<file path="config.mk">
export PLATFORM = sky130hd
export DESIGN_NAME = reg_window_bridge
export DESIGN_NICKNAME = d
export VERILOG_FILES = /design/src/rtl/rwb_pkg.sv /design/src/rtl/rwb_decode.sv /design/src/rtl/rwb_lanes.sv /design/src/rtl/rwb_ctrl.sv /design/src/rtl/reg_window_bridge.sv
export SDC_FILE = /design/constraint.sdc
export NUM_CORES = 1
export LEC_CHECK = 0
export ABC_AREA = 1
export CORE_MARGIN = 2
export CORE_UTILIZATION = 40
export CTS_BUF_LIST = sky130_fd_sc_hd__clkbuf_8
export DETAILED_ROUTE_END_ITERATION = 6
export PLACE_DENSITY = 0.73
export SYNTH_ARGS = -nofsm -noshare
export SYNTH_HDL_FRONTEND = slang
export SYNTH_SLANG_ARGS = --single-unit
</file>
<file path="constraint.sdc">
create_clock -name clk -period 2.2 [get_ports clk]
set_input_delay 0.55 -clock clk [delete_from_list [all_inputs] [get_ports clk]]
set_output_delay 0.55 -clock clk [all_outputs]
set_load 0.01 [all_outputs]
</file>
<file path="src/rtl/rwb_pkg.sv">
package rwb_pkg;

    typedef enum logic [1:0] {
        RGN_CORE = 2'd0,
        RGN_DMA  = 2'd1,
        RGN_BCTL = 2'd2,
        RGN_NONE = 2'd3
    } rgn_e;

    typedef enum logic [1:0] {
        SZ_BYTE = 2'd0,
        SZ_HALF = 2'd1,
        SZ_WORD = 2'd2,
        SZ_WIDE = 2'd3
    } sz_e;

    typedef enum logic [2:0] {
        ST_IDLE,
        ST_FETCH,
        ST_STORE,
        ST_LOAD,
        ST_DONE
    } st_e;

    function automatic logic [2:0] rgn_strobe(input rgn_e r);
        logic [2:0] s;
        unique case (r)
            RGN_CORE: s = 3'b001;
            RGN_DMA:  s = 3'b010;
            RGN_BCTL: s = 3'b100;
            default:  s = 3'b000;
        endcase
        return s;
    endfunction

endpackage

</file>
<file path="src/rtl/rwb_decode.sv">
module rwb_decode
    import rwb_pkg::*;
#(
    parameter int ADDR_W     = 7,
    parameter int IDX_W      = 4,
    parameter int CORE_WORDS = 16,
    parameter int DMA_BASE   = 64,
    parameter int DMA_WORDS  = 8,
    parameter int BCTL_OFS   = 112
) (
    input  logic [ADDR_W-1:0] addr,
    output rgn_e              rd_rgn,
    output rgn_e              wr_rgn,
    output logic [IDX_W-1:0]  idx
);

    localparam int CORE_END = CORE_WORDS * 4;
    localparam int DMA_END  = DMA_BASE + DMA_WORDS * 4;

    logic [ADDR_W-1:0] waddr;
    logic [ADDR_W-1:0] dma_off;

    always_comb begin
        waddr   = {addr[ADDR_W-1:2], 2'b00};
        dma_off = waddr - ADDR_W'(DMA_BASE);
        wr_rgn  = RGN_NONE;
        idx     = '0;
        if (int'(waddr) < CORE_END) begin
            wr_rgn = RGN_CORE;
            idx    = waddr[IDX_W+1:2];
        end else if (int'(waddr) < DMA_END) begin
            wr_rgn = RGN_DMA;
            idx    = dma_off[IDX_W+1:2];
        end else if (int'(waddr) == BCTL_OFS) begin
            wr_rgn = RGN_BCTL;
        end
        // reads see the control word only at its exact offset
        rd_rgn = wr_rgn;
        if (wr_rgn == RGN_BCTL && addr[1:0] != 2'b00) begin
            rd_rgn = RGN_NONE;
        end
    end

endmodule

</file>
<file path="src/rtl/rwb_lanes.sv">
module rwb_lanes
    import rwb_pkg::*;
#(
    parameter int DATA_W = 32
) (
    input  logic [1:0]        lane,
    input  sz_e               size,
    input  logic [DATA_W-1:0] wdata,
    input  logic [DATA_W-1:0] cur,
    input  logic [DATA_W-1:0] src,
    output logic [DATA_W-1:0] merged,
    output logic [DATA_W-1:0] rd_aligned
);

    localparam int LANES = DATA_W / 8;

    logic [LANES-1:0]  nb;
    logic [LANES-1:0]  wlanes;
    logic [DATA_W-1:0] wbits;
    logic [DATA_W-1:0] rbits;
    logic [DATA_W-1:0] shifted;
    logic [4:0]        sh;

    always_comb begin
        unique case (size)
            SZ_BYTE: nb = LANES'(1);
            SZ_HALF: nb = LANES'(3);
            default: nb = '1;
        endcase
        sh     = {lane, 3'b000};
        wlanes = nb << lane;
    end

    for (genvar g = 0; g < LANES; g++) begin : g_lane
        assign wbits[8*g +: 8] = {8{wlanes[g]}};
        assign rbits[8*g +: 8] = {8{nb[g]}};
    end

    always_comb begin
        shifted    = wdata << sh;
        merged     = (cur & ~wbits) | (shifted & wbits);
        rd_aligned = (src >> sh) & rbits;
    end

endmodule

</file>
<file path="src/rtl/rwb_ctrl.sv">
module rwb_ctrl
    import rwb_pkg::*;
#(
    parameter int ADDR_W = 7,
    parameter int DATA_W = 32
) (
    input  logic              clk,
    input  logic              rst_n,
    input  logic              h_req,
    input  logic              h_we,
    input  logic [ADDR_W-1:0] h_addr,
    input  logic [1:0]        h_size,
    input  logic [DATA_W-1:0] h_wdata,
    input  rgn_e              rd_rgn,
    input  rgn_e              wr_rgn,
    input  logic [DATA_W-1:0] merged,
    input  logic [DATA_W-1:0] rd_aligned,
    output logic [ADDR_W-1:0] dec_addr,
    output sz_e               size_q,
    output logic [DATA_W-1:0] wdata_q,
    output logic [2:0]        t_rd,
    output logic [2:0]        t_wr,
    output logic [DATA_W-1:0] t_wdata,
    output logic              h_ready,
    output logic [DATA_W-1:0] h_rdata
);

    st_e               state_q, state_d;
    logic [ADDR_W-1:0] addr_q;
    logic              we_q;
    logic              narrow_q;
    logic              narrow_in;
    logic [DATA_W-1:0] word_q;
    logic [DATA_W-1:0] rdata_q;

    // the live request is decoded while idle, the latched one afterwards
    assign dec_addr  = (state_q == ST_IDLE) ? h_addr : addr_q;
    assign narrow_in = (h_size == SZ_BYTE) || (h_size == SZ_HALF) || (h_addr[1:0] != 2'b00);

    always_comb begin
        state_d = state_q;
        unique case (state_q)
            ST_IDLE: begin
                if (h_req) begin
                    if (h_we && wr_rgn != RGN_NONE) begin
                        state_d = narrow_in ? ST_FETCH : ST_STORE;
                    end else if (!h_we && rd_rgn != RGN_NONE) begin
                        state_d = ST_LOAD;
                    end else begin
                        state_d = ST_DONE;
                    end
                end
            end
            ST_FETCH: state_d = ST_STORE;
            ST_STORE: state_d = ST_DONE;
            ST_LOAD:  state_d = ST_DONE;
            ST_DONE:  state_d = ST_IDLE;
            default:  state_d = ST_IDLE;
        endcase
    end

    always_ff @(posedge clk or negedge rst_n) begin
        if (!rst_n) begin
            state_q <= ST_IDLE;
        end else begin
            state_q <= state_d;
        end
    end

    always_ff @(posedge clk or negedge rst_n) begin
        if (!rst_n) begin
            addr_q   <= '0;
            size_q   <= SZ_BYTE;
            we_q     <= 1'b0;
            narrow_q <= 1'b0;
            wdata_q  <= '0;
            word_q   <= '0;
            rdata_q  <= '0;
        end else begin
            if (state_q == ST_IDLE && h_req) begin
                addr_q   <= h_addr;
                size_q   <= sz_e'(h_size);
                we_q     <= h_we;
                narrow_q <= narrow_in;
                wdata_q  <= h_wdata;
                rdata_q  <= '0;
            end
            if (state_q == ST_FETCH) begin
                word_q <= merged;
            end
            if (state_q == ST_LOAD) begin
                rdata_q <= rd_aligned;
            end
        end
    end

    always_comb begin
        t_rd    = 3'b000;
        t_wr    = 3'b000;
        t_wdata = narrow_q ? word_q : wdata_q;
        h_ready = 1'b0;
        unique case (state_q)
            ST_FETCH: t_rd    = rgn_strobe(wr_rgn);
            ST_LOAD:  t_rd    = rgn_strobe(rd_rgn);
            ST_STORE: t_wr    = rgn_strobe(wr_rgn);
            ST_DONE:  h_ready = 1'b1;
            default:  ;
        endcase
    end

    assign h_rdata = rdata_q;

    AST_ONE_STROBE: assert property (@(posedge clk) disable iff (!rst_n)
        $countones({t_rd, t_wr}) <= 1);
    AST_MERGE_ORDER: assert property (@(posedge clk) disable iff (!rst_n)
        (t_wr != 3'b000 && narrow_q) |-> $past(t_rd) == t_wr);
    AST_FULL_NO_FETCH: assert property (@(posedge clk) disable iff (!rst_n)
        (t_wr != 3'b000 && !narrow_q) |-> $past(t_rd) == 3'b000);
    AST_READY_PULSE: assert property (@(posedge clk) disable iff (!rst_n)
        h_ready |=> !h_ready);
    AST_UNMAPPED_ZERO: assert property (@(posedge clk) disable iff (!rst_n)
        (h_ready && !we_q && $past(t_rd) == 3'b000) |-> h_rdata == '0);
    AST_WRITE_RESP_ZERO: assert property (@(posedge clk) disable iff (!rst_n)
        (h_ready && we_q) |-> h_rdata == '0);

endmodule

</file>
<file path="src/rtl/reg_window_bridge.sv">
module reg_window_bridge
    import rwb_pkg::*;
#(
    parameter int ADDR_W     = 7,
    parameter int DATA_W     = 32,
    parameter int IDX_W      = 4,
    parameter int CORE_WORDS = 16,
    parameter int DMA_BASE   = 64,
    parameter int DMA_WORDS  = 8,
    parameter int BCTL_OFS   = 112
) (
    input  logic              clk,
    input  logic              rst_n,
    input  logic              h_req,
    input  logic              h_we,
    input  logic [ADDR_W-1:0] h_addr,
    input  logic [1:0]        h_size,
    input  logic [DATA_W-1:0] h_wdata,
    output logic [DATA_W-1:0] h_rdata,
    output logic              h_ready,
    output logic [IDX_W-1:0]  t_idx,
    output logic [2:0]        t_rd,
    output logic [2:0]        t_wr,
    output logic [DATA_W-1:0] t_wdata,
    input  logic [DATA_W-1:0] core_rdata,
    input  logic [DATA_W-1:0] dma_rdata,
    input  logic [DATA_W-1:0] bctl_rdata
);

    logic [ADDR_W-1:0] dec_addr;
    rgn_e              rd_rgn, wr_rgn;
    sz_e               size_q;
    logic [DATA_W-1:0] wdata_q;
    logic [DATA_W-1:0] merged, rd_aligned;
    logic [DATA_W-1:0] cur_word, src_word;

    rwb_decode #(
        .ADDR_W(ADDR_W), .IDX_W(IDX_W), .CORE_WORDS(CORE_WORDS),
        .DMA_BASE(DMA_BASE), .DMA_WORDS(DMA_WORDS), .BCTL_OFS(BCTL_OFS)
    ) i_decode (
        .addr(dec_addr), .rd_rgn(rd_rgn), .wr_rgn(wr_rgn), .idx(t_idx)
    );

    // current-value lookup for merging and the source word for reads
    always_comb begin
        unique case (wr_rgn)
            RGN_CORE: cur_word = core_rdata;
            RGN_DMA:  cur_word = dma_rdata;
            RGN_BCTL: cur_word = bctl_rdata;
            default:  cur_word = '0;
        endcase
        unique case (rd_rgn)
            RGN_CORE: src_word = core_rdata;
            RGN_DMA:  src_word = dma_rdata;
            RGN_BCTL: src_word = bctl_rdata;
            default:  src_word = '0;
        endcase
    end

    rwb_lanes #(.DATA_W(DATA_W)) i_lanes (
        .lane(dec_addr[1:0]), .size(size_q), .wdata(wdata_q),
        .cur(cur_word), .src(src_word),
        .merged(merged), .rd_aligned(rd_aligned)
    );

    rwb_ctrl #(.ADDR_W(ADDR_W), .DATA_W(DATA_W)) i_ctrl (
        .clk(clk), .rst_n(rst_n),
        .h_req(h_req), .h_we(h_we), .h_addr(h_addr), .h_size(h_size),
        .h_wdata(h_wdata), .rd_rgn(rd_rgn), .wr_rgn(wr_rgn),
        .merged(merged), .rd_aligned(rd_aligned),
        .dec_addr(dec_addr), .size_q(size_q), .wdata_q(wdata_q),
        .t_rd(t_rd), .t_wr(t_wr), .t_wdata(t_wdata),
        .h_ready(h_ready), .h_rdata(h_rdata)
    );

    AST_DMA_IDX_RANGE: assert property (@(posedge clk) disable iff (!rst_n)
        (t_rd[1] || t_wr[1]) |-> int'(t_idx) < DMA_WORDS);
    AST_BCTL_IDX_ZERO: assert property (@(posedge clk) disable iff (!rst_n)
        (t_rd[2] || t_wr[2]) |-> t_idx == '0);

endmodule

</file>
# Word level (Yosys, flattened, before mapping)
# Index checks and enable logic that the tools add are counted.
# word_totals
ff_bits,109
inputBits,141
out_inout_bits,75
elab_cells,71
# op_classes
addsub,1
order_cmp,2
n_eq_ne,14
n_shift,3
mux,23
n_bitwise,5
reduce_logical,16
# op_table
operator,n
$pmux W32 S3,2
$and A32 B32 Y32,3
$mux W32,3
$not A32 Y32,1
$or A32 B32 Y32,1
$shl A32 B5 Y32,1
$shr A32 B5 Y32,1
$pmux W3 S3,3
$lt A7 B7 Y1 const B,2
$mux W3,4
$eq A2 B1 Y1 const B,4
$logic_not A2 Y1,4
$mux W2,4
$mux W4,2
$pmux W4 S2,1
$mux W7,1
$eq A3 B2 Y1 const B,2
$ne A2 B2 Y1 const B,3
$pmux W3 S2,1
$reduce_bool A2 Y1,3
$sub A6 B1 Y6 const B,1
$eq A5 B3 Y1 const B,1
$eq A2 B2 Y1 const B,2
$logic_and A1 B1 Y1,4
other kinds (8),10

# Depth between registers and ports, before layout
# logic_depth
ltp_word,15
mapped_depth,15
mapped_depth_nobuf,13

# Cells and area by module
# From an unflattened synthesis, not the netlist that was laid out.
# hier_totals
cells_unflattened,1285
hier_area_um2,8132.8
# by_module_without_submodules
module,instances,cells_per_inst,area_per_inst_um2
rwb_ctrl,1,613,4849.7
rwb_lanes,1,352,1606.5
reg_window_bridge,1,296,1579.0
rwb_decode,1,24,97.6

# Worst setup path after synthesis
# Ideal clock, no wire load.
# synth_path
path_type,flip-flop to output port
start,reg i_ctrl.state_q[2]
end,out t_rd[2]
arrival_time_ps,1689
path_slack_ps,-39
path_stages_with_launch,10
path_buffers,2
path_cell_list,dfrtp_1 -> inv_1 -> buf_2 -> nand3_1 -> nand2_2 -> nand2_1 -> inv_1 -> buf_1 -> nand2_1 -> a21oi_1
# synth_via
elab_chain_len,12
elab_cells_between_ends,22
classes_between,order compare (2); eq/ne (7); mux (8); reduce/logical (5)
# synth_lines
element,line,text
from (decl),rwb_ctrl.sv:28,"st_e state_q, state_d;"
from (signal assigned),rwb_ctrl.sv:66,state_q <= state_d;
"parallel branches: the longest is 11 deep, another holds $lt A7 B7 Y1",n/a,
$pmux W3 S2 (*),rwb_ctrl.sv:102,unique case (state_q)
to (decl),reg_window_bridge.sv:22,"output logic [2:0] t_rd,"
# Mark *: on every way between the ends.

# Final worst setup path
# layout_path
start,reg i_ctrl.state_q[0]
end,out t_wr[2]
# layout_via
elab_chain_len,9
elab_cells_between_ends,14
classes_between,order compare (2); eq/ne (4); mux (6); reduce/logical (2)
# layout_lines
element,line,text
"parallel branches: the longest is 8 deep, another holds $lt A7 B7 Y1",n/a,
$mux W3 (*),rwb_ctrl.sv:102,
to (decl),reg_window_bridge.sv:23,"output logic [2:0] t_wr,"
# Marks and branches as above.

==> run_results.csv <==
group,metric,value,unit
clock_tree,cts_inserted_buffers,9,
global_route,grt_util_met1,0.384,
clock_tree,cts_tree,"built",
global_route,global_route.peak_usage_layer,"met2",
critical_path,crit_path_cell_trace,"nor2_4 -> buf_12 -> nand3_2 -> nand2_2 -> nand2_2 -> inv_4 -> nand2_4 -> nor2_1 -> buf_2",
sta,grt_setup_unrepaired,"true",
die,boundary_pins,216,
die,fp.dieArea,0.0188,sq mm
layout,fin_area,0.0111,sq mm
layout,finish.net_count,1439,
global_route,global_route.usage.total,0.286,
logic_synthesis,syn-instance-count,1022,
sta,hold_violations,0,
layout,mostFrequentLayoutCell,"sky130_fd_sc_hd__nand2_1",
sta,fmax,416,MHz
detailed_routing,wl,28600,microns
logic_synthesis,post_synth_instance_area,0.00708,sq mm
logic_synthesis,synth_seq_cells,109,
critical_path,timing.critical_path.slowest_stage_cell,"sky130_fd_sc_hd__dfrtp_1",
global_route,grt_antenna_before_repair,0,
die,initial_utilization,0.409,
critical_path,path_delay_family,"simple AND/OR/NAND/NOR gates",
critical_path,critical_path_class,"register to output port",
logic_synthesis,synth.net_count,1163,
sta,worst_slack,-0.206,ns
layout,multiInputGateArea,0.00432,sq mm
critical_path,cp.buffers_inverters,3,
clock_tree,insertion_delay_of_the_later_clocked_pin_in_the_worst_skew_pair,0.41,ns
global_route,grt_pass1_wl,40800,microns
sta,worst_pin_slew,0.487,ns
layout,flow.area_growth_from_synthesis,56.4,%
critical_path,cp_data_arrival_time,1.86,ns
placement,placed_area,0.00993,sq mm
pwr,power_density_over_cell_area,1680,mW/mm^2
critical_path,worst-path-max-fanout,6,
clock_tree,cts.path.max_buffers,2,
die,die_h,137,microns
detailed_routing,detailroute.via_count,8351,
clock_tree,holdBufCountCts,0,
global_route,largest_net_degree_at_the_start_of_global_routing,53,
sta,report.final.setup_viol,34,
critical_path,setup.worst_path.start_class,"register",
logic_synthesis,synthesis.yosys.warnings,0,
placement,number_of_i_o_port_buffers,215,
logic_synthesis,synth.avg_cell_area,6.92,sq um
layout,layout_common_cells,"331 x sky130_fd_sc_hd__nand2_1, 171 x sky130_fd_sc_hd__clkdlybuf4s50_1, 108 x sky130_fd_sc_hd__dfrtp_1",
clock_tree,clkSlewWorstSetupHoldPaths,0.12,ns
sta,max_slew_margin,0.675,
global_route,number_of_global_route_vias_before_repair,7610,
critical_path,crit_top_cell,"sky130_fd_sc_hd__nand2_2",
critical_path,worst-r2r-cell-count,15,
pwr,vdd_drop_max,0.000859,V
placement,gp_routability_congestion,0.941,
die,chipWidth,137,microns
sta,fin_crit_share,1.09,
clock_tree,h_tree_lvls,3,
sta,finalMaxSlewViolations,0,
layout,layout-drive-gt1-share,0.269,
die,rows,48,
critical_path,max_stage_delay,0.43,ns
logic_synthesis,synth-seq-area-share,0.385,
critical_path,reg2reg_to,"i_ctrl.h_rdata[19]$_DFFE_PN0P_",
detailed_routing,drc_errors,0,
clock_tree,cts_root_buf,"sky130_fd_sc_hd__clkbuf_8",
global_route,grt_use_met2,0.455,
detailed_routing,routedWlPerCell,18.7,microns
sta,timing.clock.skew,0.0179,ns
logic_synthesis,ys_types,30,
run_status,violations_in_the_final_reports,"negative setup slack",
detailed_routing,drt-vias-per-instance,5.47,
detailed_routing,detail-route-antenna-nets,0,
pwr,static_power_due_to_leakage,5.35,nW
detailed_routing,drt_pass1_iterations,6,
run_status,outcome,"complete, but fails checks",
critical_path,worst-r2r-setup-slack,-0.07,ns
global_route,grt_overflow,0,
run,drv_cap,0,
layout,n_antenna_cell,0,
placement,dpl.hpwl,20000,microns
placement,placement.setup.worst_slack,-0.465,ns
sta,timing.final.crit_period,2.41,ns
clock_tree,cts.sinks,109,
critical_path,reg_to_reg_startpoint,"i_ctrl.state_q[0]$_DFFE_PN0P_",
min_path,worstHoldPathType,"primary input to async pin",
die,coreArea,0.0173,sq mm
layout,area.sequential,0.00273,sq mm
detailed_routing,drtIter0Drc,866,
layout,filler_cell_count,1510,
global_route,groute.layer.met3.usage,0.0667,
critical_path,endpoint_kind,"output port",
critical_path,cp_data_required_time,1.65,ns
-- where the power goes --
| part | leakage, nW | switching (mW) | internal [mW] |
|---|---|---|---|
| clock | 0.121 | 0.774 | 0.695 |
| sequential | 1.36 | 0.673 | 2.80 |
| combinational | 3.87 | 7.85 | 5.85 |
-- kinds of logic (layout without fill, tap and decap cells) --
kind of cell,after synthesis,count (layout),synth area share
buffers and inverters,138,418,0.0854
DFF,109,109,0.386
and+or+nand+nor,578,579,0.340
AOI/OAI and AO/OA,161,161,0.132
muxes,36,36,0.0573
-- worst max path at each step --
stage	start	endpoint	slack (ns)	cells after the start
after floorplan	i_ctrl.state_q[2]$_DFFE_PN0P_	t_rd[2]	0.02	7
after global placement	h_addr[0]	t_rd[2]	-0.42	9
after detailed placement	h_addr[5]	t_rd[2]	-0.46	8
after CTS	i_ctrl.state_q[1]$_DFFE_PN0P_	t_rd[2]	-0.14	9
after global routing	i_ctrl.state_q[0]$_DFFE_PN0P_	t_idx[2]	-0.27	9
final	i_ctrl.state_q[0]$_DFFE_PN0P_	t_wr[2]	-0.21	9
-- state kept, by name (all words and copies together), names as in the netlist --
signal,count
i_ctrl.h_rdata,32
i_ctrl.size_q,2
i_ctrl.narrow_q,1
i_ctrl.addr_q,7
i_ctrl.wdata_q,32
i_ctrl.state_q,3
i_ctrl.word_q,32
-- per-layer routing --
| layer | vias to the layer above | routed length, microns |
|---|---|---|
| met5 | - | 0 |
| met4 | 0 | 957 |
| li1 | 3878 | - |
| met2 | 493 | 13300 |
| met3 | 78 | 2760 |
| met1 | 3902 | 11600 |
-- cell type report --
type | instances | area share
Multi-Input combinational cell | 776 | 0.390
Inverter | 79 | 0.0284
Sequential cell | 109 | 0.247
Clock buffer | 10 | 0.0124
Tap cell | 225 | 0.0254
Clock inverter | 6 | 0.00905
Timing Repair Buffer | 323 | 0.288
-- stage by stage --
| step | cells | total power [mW] | util | hold slack (ns) | TNS, ns |
|---|---|---|---|---|---|
| after detailed placement | 1478 | 14.6 | 0.574 | 0.465 | -23.08 |
| after floorplan | 1022 | 9.72 | - | 0.254 | 0 |
| after CTS | 1518 | 16.5 | 0.601 | 0.0929 | -1.27 |
| after global routing | 1528 | 19.8 | 0.640 | 0.106 | -6.83 |
| final | 1528 | 18.6 | 0.640 | 0.0814 | -2.02 |
| after global placement | 1478 | 14.5 | 0.574 | 0.457 | -20.29 |
-- timing repair --
action / in CTS / in global routing
hold endpoints to repair: 0 / 0
setup buffers: 22 / 12
pin swaps: 11 / 28
resized for setup: 221 / 198
endpoints found under the setup margin: 89 / 107
gates cloned: 3 / 5
-- synthesized netlist by cell type --
library cell                number  share of area
sky130_fd_sc_hd__a21oi_1        52          0.037
sky130_fd_sc_hd__a22oi_4         1         0.0030
sky130_fd_sc_hd__a2bb2oi_1       8         0.0099
sky130_fd_sc_hd__and2_1          1        0.00088
sky130_fd_sc_hd__buf_1           4         0.0021
sky130_fd_sc_hd__buf_2          27          0.019
sky130_fd_sc_hd__buf_4           8         0.0085
sky130_fd_sc_hd__buf_6           3         0.0048
sky130_fd_sc_hd__clkbuf_1       17         0.0090
sky130_fd_sc_hd__clkinv_1        1        0.00053
sky130_fd_sc_hd__dfrtp_1       109           0.39
sky130_fd_sc_hd__inv_1          74          0.039
sky130_fd_sc_hd__inv_2           4         0.0021
sky130_fd_sc_hd__mux2_2         36          0.057
sky130_fd_sc_hd__nand2_1       374           0.20
sky130_fd_sc_hd__nand2_2         5         0.0044
sky130_fd_sc_hd__nand3_1       125          0.088
sky130_fd_sc_hd__nand3_2         1         0.0014
sky130_fd_sc_hd__nand3b_1        6         0.0064
sky130_fd_sc_hd__nor2_1         56          0.030
sky130_fd_sc_hd__nor2_2          5         0.0044
sky130_fd_sc_hd__nor2_4          3         0.0048
sky130_fd_sc_hd__nor3_1          2         0.0014
sky130_fd_sc_hd__o211ai_1       18          0.019
sky130_fd_sc_hd__o21ai_0        62          0.044
sky130_fd_sc_hd__o21ai_1        15          0.011
sky130_fd_sc_hd__o21ai_2         1         0.0012
sky130_fd_sc_hd__o21ai_4         1         0.0023
sky130_fd_sc_hd__o21bai_1        2         0.0021
sky130_fd_sc_hd__o21bai_4        1         0.0027
Power figures use the tool's default switching activity.
